`src/rtl/vme_req_pkg.sv`:
```
package vme_req_pkg;

    typedef enum logic [1:0] {
        ST_IDLE = 2'd0,
        ST_REQ  = 2'd1,
        ST_OWN  = 2'd2,
        ST_PARK = 2'd3
    } req_state_e;

    typedef enum logic [2:0] {
        REL_ON_REQ  = 3'd0,
        REL_DONE    = 3'd1,
        REL_ON_CLR  = 3'd2,
        REL_LOCK    = 3'd3,
        REL_CAPTURE = 3'd4
    } rel_mode_e;

endpackage

```
`src/rtl/vme_req_fair_gate.sv`:
```
module vme_req_fair_gate #(
    parameter int NLVL = 4,
    localparam int LW = $clog2(NLVL)
) (
    input  logic            fair_en,
    input  logic [LW-1:0]   level,
    input  logic [NLVL-1:0] others_req,
    output logic            may_req
);
    // Only a request on our own level holds us back.
    always_comb begin
        may_req = !(fair_en && others_req[level]);
    end
endmodule

```
`src/rtl/vme_req_release.sv`:
```
module vme_req_release #(
    parameter int NLVL = 4
) (
    input  logic [2:0]      mode,
    input  logic [NLVL-1:0] others_req,
    input  logic            bclr,
    input  logic            lock,
    input  logic            hold,
    output logic            park_at_done,
    output logic            release_ok
);
    import vme_req_pkg::*;

    always_comb begin
        park_at_done = 1'b0;
        release_ok   = 1'b1;
        case (mode)
            REL_ON_REQ: begin
                park_at_done = 1'b1;
                release_ok   = |others_req;
            end
            REL_ON_CLR: begin
                park_at_done = 1'b1;
                release_ok   = bclr;
            end
            REL_LOCK: begin
                park_at_done = lock;
                release_ok   = !lock;
            end
            REL_CAPTURE: begin
                park_at_done = 1'b1;
                release_ok   = !hold;
            end
            default: begin
                park_at_done = 1'b0;
                release_ok   = 1'b1;
            end
        endcase
    end
endmodule

```
`src/rtl/vme_req_level_dec.sv`:
```
module vme_req_level_dec #(
    parameter int NLVL = 4,
    localparam int LW = $clog2(NLVL)
) (
    input  logic            en,
    input  logic [LW-1:0]   level,
    output logic [NLVL-1:0] lines
);
    for (genvar i = 0; i < NLVL; i++) begin : g_line
        assign lines[i] = en && (level == LW'(i));
    end
endmodule

```
`src/rtl/vme_requester.sv`:
```
module vme_requester #(
    parameter int NLVL = 4,
    localparam int LW = $clog2(NLVL)
) (
    input  logic            clk,
    input  logic            rst_n,
    input  logic [LW-1:0]   cfg_level,
    input  logic [2:0]      cfg_mode,
    input  logic            cfg_fair,
    input  logic            cfg_hold,
    input  logic            loc_req,
    input  logic            loc_done,
    input  logic            loc_lock,
    input  logic            slv_busy,
    input  logic            slv_sel,
    input  logic [NLVL-1:0] others_req,
    input  logic [NLVL-1:0] bus_grant,
    input  logic            bbsy_in,
    input  logic            bclr,
    output logic [NLVL-1:0] bus_req,
    output logic            bbsy_out,
    output logic            owned,
    output logic            deadlock,
    output logic            berr_out,
    output logic            lberr
);
    import vme_req_pkg::*;

    typedef struct packed {
        req_state_e  st;
        logic [LW-1:0] lvl;
        logic        dead;
        logic        berr;
    } req_regs_t;

    req_regs_t r_q, r_d;
    logic may_req, park_at_done, release_ok, holding;

    vme_req_fair_gate #(.NLVL(NLVL)) u_fair (
        .fair_en   (cfg_fair),
        .level     (cfg_level),
        .others_req(others_req),
        .may_req   (may_req)
    );

    vme_req_release #(.NLVL(NLVL)) u_rel (
        .mode        (cfg_mode),
        .others_req  (others_req),
        .bclr        (bclr),
        .lock        (loc_lock),
        .hold        (cfg_hold),
        .park_at_done(park_at_done),
        .release_ok  (release_ok)
    );

    vme_req_level_dec #(.NLVL(NLVL)) u_dec (
        .en   (r_q.st == ST_REQ),
        .level(r_q.lvl),
        .lines(bus_req)
    );

    assign holding = (r_q.st == ST_OWN) || (r_q.st == ST_PARK);

    always_comb begin
        r_d      = r_q;
        r_d.dead = 1'b0;
        r_d.berr = holding && slv_sel;
        case (r_q.st)
            ST_IDLE: begin
                if (loc_req) begin
                    if (slv_busy) begin
                        r_d.dead = 1'b1;
                    end else if (may_req) begin
                        r_d.st  = ST_REQ;
                        r_d.lvl = cfg_level;
                    end
                end
            end
            ST_REQ: begin
                if (loc_req && slv_busy) begin
                    r_d.dead = 1'b1;
                    r_d.st   = ST_IDLE;
                end else if (bus_grant[r_q.lvl] && !bbsy_in) begin
                    r_d.st = ST_OWN;
                end
            end
            ST_OWN: begin
                if (loc_done) begin
                    r_d.st = park_at_done ? ST_PARK : ST_IDLE;
                end
            end
            ST_PARK: begin
                if (release_ok) begin
                    r_d.st = ST_IDLE;
                end else if (loc_req) begin
                    r_d.st = ST_OWN;
                end
            end
            default: r_d.st = ST_IDLE;
        endcase
    end

    always_ff @(posedge clk or negedge rst_n) begin
        if (!rst_n) begin
            r_q <= '{st: ST_IDLE, lvl: '0, dead: 1'b0, berr: 1'b0};
        end else begin
            r_q <= r_d;
        end
    end

    assign bbsy_out = holding;
    assign owned    = (r_q.st == ST_OWN);
    assign deadlock = r_q.dead;
    assign berr_out = r_q.berr;
    assign lberr    = r_q.berr;

    // never more than one level requested at once
    a_r2_one_level: assert property (@(posedge clk) disable iff (!rst_n)
        $onehot0(bus_req));

    // requesting and holding never overlap
    a_r3_no_req_while_busy: assert property (@(posedge clk) disable iff (!rst_n)
        !((|bus_req) && bbsy_out));

    // a clean grant leads to ownership
    a_r3_take_grant: assert property (@(posedge clk) disable iff (!rst_n)
        ((|bus_req) && |(bus_grant & bus_req) && !bbsy_in && !(loc_req && slv_busy))
        |=> (owned && bbsy_out));

    // release when done frees the bus right after the cycle
    a_r4_drop_after_done: assert property (@(posedge clk) disable iff (!rst_n)
        (cfg_mode == REL_DONE && owned && loc_done) |=> !bbsy_out);

    // capture keeps the bus while the hold bit is set
    a_r8_capture_holds: assert property (@(posedge clk) disable iff (!rst_n)
        (cfg_mode == REL_CAPTURE && cfg_hold && bbsy_out) |=> bbsy_out);

    // parked reuse needs no arbitration
    a_r9_park_reuse: assert property (@(posedge clk) disable iff (!rst_n)
        (bbsy_out && !owned && loc_req && !release_ok) |=> (owned && bus_req == '0));

    // fair mode never requests over a pending request on our level
    a_r10_fair_wait: assert property (@(posedge clk) disable iff (!rst_n)
        (cfg_fair && !bbsy_out && bus_req == '0 && others_req[cfg_level]) |=> bus_req == '0);

    // a flagged deadlock never comes with a request
    a_r11_dead_no_req: assert property (@(posedge clk) disable iff (!rst_n)
        deadlock |-> (bus_req == '0 && !bbsy_out));

    // self-access while holding raises both errors
    a_r12_self_access: assert property (@(posedge clk) disable iff (!rst_n)
        (bbsy_out && slv_sel) |=> (berr_out && lberr));

endmodule

```
`config.mk`:
```
export PLATFORM = sky130hd
export DESIGN_NAME = vme_requester
export DESIGN_NICKNAME = d
export VERILOG_FILES = /design/src/rtl/vme_req_pkg.sv /design/src/rtl/vme_req_fair_gate.sv /design/src/rtl/vme_req_release.sv /design/src/rtl/vme_req_level_dec.sv /design/src/rtl/vme_requester.sv
export SDC_FILE = /design/constraint.sdc
export NUM_CORES = 1
export LEC_CHECK = 0
export ABC_AREA = 1
export BUFFER_PORTS_ARGS = -buffer_cell sky130_fd_sc_hd__buf_4
export CAP_MARGIN = 10
export CORE_MARGIN = 3
export CORE_UTILIZATION = 35
export CTS_CLUSTER_SIZE = 24
export DETAILED_ROUTE_END_ITERATION = 10
export HOLD_SLACK_MARGIN = 0.03
export PLACE_DENSITY = 0.7
export REMOVE_ABC_BUFFERS = 1
export SYNTH_ARGS = -nofsm -noshare
export SYNTH_HDL_FRONTEND = slang
export SYNTH_SLANG_ARGS = --single-unit
```
`constraint.sdc`:
```
create_clock -name clk -period 1.2 [get_ports clk]
set_input_delay 0.18 -clock clk [delete_from_list [all_inputs] [get_ports clk]]
set_output_delay 0.18 -clock clk [all_outputs]
set_load 0.05 [all_outputs]
```
==> summary.md <==
| Metric | Value |
|---|---|
| Worst setup path end | bus_req[2] |
| Post-DP HPWL | 1210 µm |
| Synth Area per Inst | 5.82 µm² |
| First-pass GRT wire length | 2790 µm |
| PortBufs | 32 |
| Synth top area share | 31.1% |
| Final worst slack | -0.186 ns |
| Final min period | 1.39 ns |
| Type of the most critical hold path | input pin to flip-flop |
| Hold Fails Final Rpt | 0 |
| Worst Setup SP | r_q[2]$_DFFE_PN0P_ |
| Fillers | 87 |
| GRT Total Usage | 20.2% |
| Worst R2R End | r_q[4]$_DFFE_PN0P_ |
| Diode count | 0 |
| Status | finished with violations |
| TritonCTS buffer count | 3 |
| Worst Setup Path Type | flip-flop to output port |
| Violation count after the first detailed-route iteration | 12 |
| Endpoints failing setup | 10 |
| Type of origin of the critical path | flip-flop |
| H-tree depth | 1 |
| Area of the multi-input gates | 350 µm² |
| TritonRoute pass-1 iters | 4 |
| Remaining DRCs | 0 |
| Sequential cell area | 151 µm² |
| Gate Count Post-Synth | 83 |
| FF+latch count, synth | 6 |
| Layout Skew | 0.00458 ns |
| RSZ-0062 raised after global routing | true |
| Critical path required time | 1.02 ns |
| Synth unique cells | 15 |
| Max FO, Critical Path | 3 |
| Number of max-cap violations | 0 |
| Max VDD drop | 974 µV |
| Die width | 43.1 µm |
| Post-Layout Cell Count | 142 |
| Worst Path Arrival | 1.21 ns |
| Initial core utilization | 40.2% |
| Reg clk slew, reported paths | 0.05 ns |
| Share of layout cells above drive strength 1 | 48.4% |
| Synth area leader | dfrtp_1 |
| Fin nets | 154 |
| RR Startpoint | r_q[2]$_DFFE_PN0P_ |
| Grt total ovfl | 0 |
| Core area | 1200 µm² |
| Sum of negative setup slack | -1.13 ns |
| Lkg Pwr | 0.000550 µW |
| Die Area | 1860 µm² |
| Die Y | 43.1 µm |
| Final core utilization | 80.0% |
| Worst setup EP type | output port |
| PwrDens | 2040 nW/µm² |
| Antenna violations before repair | 0 |
| Vias per cell | 4.81 |
| Cell Area, Synth | 483 µm² |
| Flop2flop setup slack | -0.13 ns |
| DR vias | 683 |
| CTS tree | done |
| Area contributors post-synth | dfrtp_1 31%, nand2_1 26%, nand3_1 9.3% |
| Placed insts | 132 |
| Vias in the first global route | 680 |
| Final worst-path cycle share | 116% |
| Largest net degree at the start of global routing | 7 |
| Max-slew headroom | 84.9% |
| Slew Limit Fails | 0 |
| Clk root buf | clkbuf_4 |
| WL/cell | 13.0 µm |
| GP Congestion | 0.803 |
| Failing checks | setup timing |
| Cell Rows | 12 |
| Hold WS | 0.172 ns |
| Total wire length | 1850 µm |
| Clock Latency Late Sink | 0.24 ns |
| Antenna Nets Post-Route | 0 |
| Max Root-Sink Buffers | 2 |
| CTS sink count | 6 |
| Slew @ Worst Pin | 0.224 ns |
| I/O pin cnt | 33 |
| Layout area overhead | 99.0% |
| Seq/Total Area, Yosys | 31.1% |
| Worst Reg-to-Reg Cells | 11 |
| Max Clk Rate | 721 MHz |
| YS warnings | 0 |
-- layout make-up --
| type | count | share of cell area, % |
|---|---|---|
| Sequential cell | 6 | 15.8 |
| Tap cell | 14 | 1.82 |
| Inverter | 12 | 4.69 |
| Timing Repair Buffer | 44 | 38.9 |
| Multi-Input combinational cell | 63 | 36.5 |
| Clock buffer | 3 | 2.34 |
-- how the worst min path moves through the flow --
| stage | from | endpoint | slack (ns) | depth (start not counted) |
|---|---|---|---|---|
| floorplan | rst_n | berr_out$_DFF_PN0_ | -0.12 | 0 |
| global placement | rst_n | deadlock$_DFF_PN0_ | -0.009 | 1 |
| detailed placement | rst_n | deadlock$_DFF_PN0_ | -0.01 | 1 |
| CTS | slv_sel | berr_out$_DFF_PN0_ | 0.13 | 3 |
| global route | slv_sel | berr_out$_DFF_PN0_ | 0.15 | 3 |
| finish | slv_sel | berr_out$_DFF_PN0_ | 0.17 | 3 |
-- power breakdown --
| group | internal, µW | switching, µW |
|---|---|---|
| Sequential | 276 | 85.8 |
| Combinational | 613 | 800 |
| Clock | 113 | 70.8 |
| Total | 1000 | 957 |
-- cells by family (layout without fill, tap and decap cells) --
logic type             after synthesis  count (layout)  synth area share [%]
AND/OR/NAND/NOR                     59              59                  52.3
buffers and inverters               14              59                  11.7
flip-flops                           6               6                  31.1
AO/OA/AOI/OAI                        4               4                  4.92
-- registers in the layout, indices dropped and copies added (netlist names) --
| signal | flops |
|---|---|
| berr_out | 1 |
| deadlock | 1 |
| r_q | 4 |
-- critical path, stage by stage (launching register included) --
cell	delay [ns]
dfrtp_1	0.40
buf_4	0.18
nor3_4	0.20
buf_6	0.18
-- routing by layer --
metal | global-route usage, % | vias up | share of wire (%) | routed length [µm]
met4 | 9.04 | 0 | 0.76 | 14
met2 | 38.1 | 25 | 59 | 1100
li1 | - | 344 | - | -
met1 | 19.9 | 312 | 35 | 642
met5 | 0 | - | 0 | 0
met3 | 5.51 | 2 | 5.3 | 99
-- synth_stat cells --
master	number
clkbuf_1	1
inv_2	1
nand2_1	33
dfrtp_1	6
a21oi_1	2
nand3_2	1
inv_1	11
nor3_1	5
a21oi_2	1
nor2_1	8
nand3_1	9
or2_1	1
o21ai_0	1
buf_4	1
nand2_2	2
-- cells in the final DEF, fill, tap and decap left out, drive strengths merged --
cell type,count
nand3,10
buf,43
dlygate4sd3,1
inv,12
nand2,35
a21oi,3
dfrtp,6
clkbuf,3
nor2,8
or2,1
o21ai,1
nor3,5
-- through the flow --
stage	cell area [µm²]	power (µW)	setup slack, ns
finish	961	1960	-0.186
global route	961	2080	-0.229
CTS	923	1800	-0.155
detailed placement	767	1280	-0.0302
floorplan	472	924	-0.914
global placement	767	1260	-0.00657
-- timing repair --
action	CTS	global route
setup endpoints to repair	7	10
hold endpoints to repair	6	0
setup buffers	6	0
hold buffers	1	0
pin swaps	8	3
gates resized for setup	21	8
No activity file was read; power rests on OpenSTA's default activity.
